--- src/rtl/sw_pkg.sv ---
package sw_pkg;
    localparam int DIG_W    = 4;
    localparam int DIG_LAST = 9;
    // offsets of control registers after the digit registers
    localparam int OFS_FLAG = 0;
    localparam int OFS_MASK = 1;
    localparam int OFS_RUN  = 2;
endpackage

--- src/rtl/sw_tickgen.sv ---
module sw_tickgen #(
    parameter int TB_HZ   = 256,
    parameter int TICK_HZ = 100
) (
    input  logic clk,
    input  logic rst_n,
    input  logic tb_en_i,
    output logic tick_o
);
    localparam int ACC_W = $clog2(TB_HZ) + 1;
    localparam int SUM_W = ACC_W + 1;

    logic [ACC_W-1:0] acc_d, acc_q;
    logic [SUM_W-1:0] sum;

    always_comb begin
        acc_d  = acc_q;
        tick_o = 1'b0;
        sum    = {1'b0, acc_q} + SUM_W'(TICK_HZ);
        if (tb_en_i) begin
            if (sum >= SUM_W'(TB_HZ)) begin
                tick_o = 1'b1;
                acc_d  = ACC_W'(sum - SUM_W'(TB_HZ));
            end else begin
                acc_d  = ACC_W'(sum);
            end
        end
    end

    always_ff @(posedge clk or negedge rst_n) begin
        if (!rst_n) acc_q <= '0;
        else        acc_q <= acc_d;
    end

    // a tick needs at least two pulses, so ticks never sit back to back
    assert_tick_spacing_R2: assert property (@(posedge clk) disable iff (!rst_n)
        tick_o |=> !tick_o);
endmodule

--- src/rtl/sw_digit.sv ---
module sw_digit
    import sw_pkg::*;
(
    input  logic             clk,
    input  logic             rst_n,
    input  logic             inc_i,
    output logic [DIG_W-1:0] val_o,
    output logic             wrap_o
);
    logic [DIG_W-1:0] val_d, val_q;

    always_comb begin
        val_d  = val_q;
        wrap_o = inc_i && (val_q == DIG_W'(DIG_LAST));
        if (inc_i) val_d = wrap_o ? '0 : val_q + 1'b1;
    end

    always_ff @(posedge clk or negedge rst_n) begin
        if (!rst_n) val_q <= '0;
        else        val_q <= val_d;
    end

    assign val_o = val_q;

    assert_bcd_range_R3: assert property (@(posedge clk) disable iff (!rst_n)
        val_q <= DIG_W'(DIG_LAST));
    assert_hold_no_inc_R5: assert property (@(posedge clk) disable iff (!rst_n)
        !inc_i |=> $stable(val_q));
endmodule

--- src/rtl/bcd_stopwatch.sv ---
module bcd_stopwatch
    import sw_pkg::*;
#(
    parameter int TB_HZ   = 256,
    parameter int TICK_HZ = 100,
    parameter int NUM_DIG = 2,
    parameter int ADDR_W  = $clog2(NUM_DIG + 3)
) (
    input  logic              clk,
    input  logic              rst_n,
    input  logic              tb_en,
    input  logic [ADDR_W-1:0] addr,
    input  logic              wr_en,
    input  logic              rd_en,
    input  logic [NUM_DIG-1:0] wdata,
    output logic [DIG_W-1:0]  rdata,
    output logic              irq
);
    localparam logic [ADDR_W-1:0] A_FLAG = ADDR_W'(NUM_DIG + OFS_FLAG);
    localparam logic [ADDR_W-1:0] A_MASK = ADDR_W'(NUM_DIG + OFS_MASK);
    localparam logic [ADDR_W-1:0] A_RUN  = ADDR_W'(NUM_DIG + OFS_RUN);

    typedef struct packed {
        logic               run;
        logic               pend;
        logic [NUM_DIG-1:0] mask;
        logic [NUM_DIG-1:0] flag;
    } regs_t;

    regs_t st_d, st_q;

    logic               tick;
    logic               adv;
    logic [NUM_DIG:0]   inc;
    logic [NUM_DIG-1:0] wrap;
    logic [DIG_W-1:0]   dig_val [NUM_DIG];

    sw_tickgen #(.TB_HZ(TB_HZ), .TICK_HZ(TICK_HZ)) u_tick (
        .clk     (clk),
        .rst_n   (rst_n),
        .tb_en_i (tb_en),
        .tick_o  (tick)
    );

    assign adv    = st_q.run && (st_q.pend || tick);
    assign inc[0] = adv;

    for (genvar k = 0; k < NUM_DIG; k++) begin : g_dig
        sw_digit u_dig (
            .clk    (clk),
            .rst_n  (rst_n),
            .inc_i  (inc[k]),
            .val_o  (dig_val[k]),
            .wrap_o (wrap[k])
        );
        assign inc[k+1] = wrap[k];

        // a wrap always leaves its flag set on the next cycle
        assert_flag_set_R7: assert property (@(posedge clk) disable iff (!rst_n)
            wrap[k] |=> st_q.flag[k]);
    end

    always_comb begin
        st_d = st_q;
        if (st_q.run) st_d.pend = st_q.pend && tick;
        else          st_d.pend = st_q.pend || tick;
        if (wr_en && addr == A_MASK) st_d.mask = wdata;
        if (wr_en && addr == A_RUN)  st_d.run  = wdata[0];
        if (rd_en && addr == A_FLAG) st_d.flag = '0;
        st_d.flag = st_d.flag | wrap;
    end

    always_ff @(posedge clk or negedge rst_n) begin
        if (!rst_n) st_q <= '0;
        else        st_q <= st_d;
    end

    always_comb begin
        rdata = '0;
        for (int k = 0; k < NUM_DIG; k++)
            if (addr == ADDR_W'(k)) rdata = dig_val[k];
        if (addr == A_FLAG) rdata = DIG_W'(st_q.flag);
        if (addr == A_MASK) rdata = DIG_W'(st_q.mask);
        if (addr == A_RUN)  rdata = DIG_W'(st_q.run);
    end

    assign irq = |(st_q.flag & st_q.mask);

    // a tick arriving while stopped is remembered
    assert_pend_capture_R6: assert property (@(posedge clk) disable iff (!rst_n)
        (!st_q.run && tick) |=> st_q.pend);
    // while stopped the low digit cannot move
    assert_stopped_hold_R5: assert property (@(posedge clk) disable iff (!rst_n)
        !st_q.run |=> $stable(dig_val[0]));
endmodule

--- config.mk ---
export PLATFORM = sky130hd
export DESIGN_NAME = bcd_stopwatch
export DESIGN_NICKNAME = d
export VERILOG_FILES = /design/src/rtl/sw_pkg.sv /design/src/rtl/sw_tickgen.sv /design/src/rtl/sw_digit.sv /design/src/rtl/bcd_stopwatch.sv
export SDC_FILE = /design/constraint.sdc
export NUM_CORES = 1
export LEC_CHECK = 0
export BUFFER_PORTS_ARGS = -buffer_cell sky130_fd_sc_hd__clkbuf_2
export CAP_MARGIN = 20
export CORE_MARGIN = 10
export CORE_UTILIZATION = 45
export DETAILED_ROUTE_END_ITERATION = 7
export GPL_ROUTABILITY_DRIVEN = 0
export PLACE_DENSITY_LB_ADDON = 0.1
export SLEW_MARGIN = 10
export SYNTH_ARGS = -nofsm -noshare
export SYNTH_HDL_FRONTEND = slang
export SYNTH_SLANG_ARGS = --single-unit
--- constraint.sdc ---
create_clock -name clk -period 4.82 [get_ports clk]
set_input_delay 0.964 -clock clk [delete_from_list [all_inputs] [get_ports clk]]
set_output_delay 0.964 -clock clk [all_outputs]
set_load 0.01 [all_outputs]
==> impl_metrics.toml <==
[clocking]
post_cts_resize_count = 0
cts.root.buffer_cell = "sky130_fd_sc_hd__clkbuf_4"
clockBufferDepth = 2
hold_buffers = 0
cts_max_level = 1
path_clk_slew_ns = 0.12
tritoncts = "yes"
cts_buffers = 3
clkLatencyLatePin_ns = 0.31
clock_sinks = 21
postCtsSetupRepairBufs = 0

[synth]
async_reset_ff_share_pct = 100
synth_common_cells = "sky130_fd_sc_hd__dfrtp_1, sky130_fd_sc_hd__nand2_1, sky130_fd_sc_hd__o21ai_0, sky130_fd_sc_hd__ha_1, sky130_fd_sc_hd__nor2_1"
synth_area_per_cell_um2 = 10.4
post_synth_inst_count = 118
yosysTopAreaCellShare_pct = 42.7
synthesis.area_um2 = 1230
synth-edff-count = 0
synth.most_common_cell = "sky130_fd_sc_hd__dfrtp_1"
synth_seq_area_share_pct = 42.7
postSynth.topFlopCell = "sky130_fd_sc_hd__dfrtp_1"
netlist.top_cell.by_area = "sky130_fd_sc_hd__dfrtp_1"
ys_top_cells_by_area = "sky130_fd_sc_hd__dfrtp_1, sky130_fd_sc_hd__ha_1, sky130_fd_sc_hd__mux2_2, sky130_fd_sc_hd__nand2_1, sky130_fd_sc_hd__mux2_1"
ys_types = 40
ys_seq_elements = 21
synth_fp_nets = 134
yosysWarningCount = 0

[layout]
multi_input_comb_area_um2 = 681
post_route_cells_drive_above_1_share_pct = 20.9
diodes = 0
filler_cell_count = 251
num-nets-final = 151
final_cells = 164
layout-area-overhead-vs-synth_pct = 10.3
final-seq-area_um2 = 526

[worst_setup_path]
worst_path_arrival_time_ns = 1.88
r2r-end = "g_dig[1].u_dig.val_o[1]"
worst_r2r_startpoint = "u_tick.acc_q[2]"
crit_fanout = 6
rr_worst_depth = 4
worstSetupPathType = "input pin to primary output"
timing.critical_path.from_type = "input pin"
endpoint_kind = "primary output"
crit_required_ns = 3.86
regToRegSetupSlack_ns = 2.77

[power_and_ir_drop]
vdd_ir_drop_max_uv = 283
pwr_density_cell_nw_per_um2 = 518
p_leak_nw = 0.599

[floorplan]
placementRows = 18
floorplan_die_height_um = 72.3
dieArea_um2 = 5220
initial_utilization_pct = 48.3
fp.dieW_um = 72.3
io-pin-count = 15
fp.coreArea_um2 = 2540

[timing]
slew_headroom_pct = 47.0
setup_tns_ns = 0
setup_viol_count_final = 0
maxClockFrequency_mhz = 352
layout_worst_path_cycle_share_pct = 58.9
final-max-slew-violation-count = 0
rsz0062_at_grt = "false"
tightestPinTransition_ns = 0.788
final.setup_skew_ns = 0.00353
timing.final.hold_violations = 0
layout_min_cycle_time_ns = 2.84

[route]
postRouteAntennaNets = 0
first_pass_iters = 4
drcViolationCount = 0
detailedRoute.firstIterationViolations = 28
drt-wirelength-per-cell_um = 15.3
via_per_inst = 5.79
finalWirelength_um = 2520
vias = 949

[placed_design]
place.detailed.hpwl_um = 1890
dpl.cell_count = 160
quantity_of_i_o_buffers_inserted_on_ports = 14

[global_route]
pin_count_of_the_biggest_net_entering_global_routing = 22
grtUsageTotal_pct = 10.1
grt_pass1_wl_um = 4220
global_route.overflow_total = 0
antenna_violations_before_repair = 0
grt_pass1_vias = 865

[hold_path]
hold_path_end = "u_tick.acc_q[6]"
hold_path_startpoint = "u_tick.acc_q[6]"
hold_path_class = "flop to flop"
timing.hold.worst_path_depth = 1

[flow_run]
drv_cap = 0

[outcome]
status = "finished, final reports clean"
==> area by class of cell <==
type	instances	share of cell area, %
flip-flops and latches	21	38.7
multi-input cells	91	50.2
clock inverters	1	0.369
well taps	30	2.77
inverters	4	1.11
clock buffers	3	1.66
repair buffers	14	5.17
==> per-layer routing <==
layer / track usage [%] / share of wire [%] / vias to the layer above
met5: 0 / 0 / -
met4: 2.58 / 0.72 / 0
met3: 3.95 / 5.3 / 2
met2: 15.1 / 46 / 24
met1: 13.3 / 48 / 454
li1: - / - / 469
==> through the flow <==
step,total power [mW],instance area (um2),hold WS (ns),setup WS (ns),util [%]
floorplan,0.539,1230,0.464,2.02,-
global placement,0.605,1330,0.499,1.99,52.2
detailed placement,0.620,1330,0.510,1.97,52.2
CTS,0.711,1360,0.528,1.97,53.3
global route,0.771,1360,0.564,1.89,53.3
finish,0.703,1360,0.526,1.98,53.3
==> where the power goes <==
group | switching [mW] | internal [mW] | leakage, nW
Sequential | 0.0941 | 0.245 | 0.257
Combinational | 0.138 | 0.139 | 0.324
Clock | 0.0559 | 0.0310 | 0.0177
==> cell families after synthesis <==
family                   Yosys count  synth area share (%)
buffers and inverters              6                  1.93
AND/OR/NAND/NOR                   43                  18.5
XOR/XNOR                           5                  3.56
flip-flops                        21                  42.7
adder cells (fa/ha/maj)            7                  6.92
multiplexers                      12                  11.7
AO/OA/AOI/OAI                     24                  14.6
==> worst max-delay path by stage <==
| stage | startpoint | end | slack [ns] | cells after the start |
|---|---|---|---|---|
| after CTS | addr[0] | rdata[0] | 1.97 | 5 |
| after global placement | addr[1] | rdata[1] | 1.99 | 4 |
| after detailed placement | addr[0] | rdata[0] | 1.97 | 5 |
| after global routing | addr[0] | rdata[0] | 1.89 | 5 |
| final | addr[1] | rdata[1] | 1.98 | 4 |
| after floorplan | addr[0] | rdata[0] | 2.02 | 4 |
==> sequential cells by signal (all words and copies together) (netlist names) <==
signal,flops
u_tick.acc_q,7
st_q,6
g_dig.u_dig.val_o,8
==> critical path: stages <==
cell and delay [ns]:
sky130_fd_sc_hd__clkbuf_2 0.15, sky130_fd_sc_hd__mux4_2 0.50, sky130_fd_sc_hd__nor2b_1 0.14, sky130_fd_sc_hd__clkbuf_2 0.13
==> cell usage in the layout (no fill, tap or decap), drive strengths merged <==
master / instances
mux2: 9
nor4bb: 1
or4: 1
nand3: 5
o2111ai: 1
a21boi: 1
nand3b: 2
clkinv: 1
nand4: 2
a31oi: 1
a211o: 1
nor3b: 1
nand4bb: 1
nor4: 1
nor2b: 3
inv: 4
xnor2: 4
a311o: 1
mux2i: 2
dfrtp: 21
nor3: 4
a22o: 1
o21ai: 7
nand2b: 1
nor2: 6
nand2: 15
ha: 6
clkbuf: 17
maj3: 1
a211oi: 2
o211a: 1
xor2: 1
o41ai: 2
a21oi: 2
o31ai: 2
o2bb2ai: 1
mux4: 1
o311ai: 1
(Power assumes the default switching activity.)
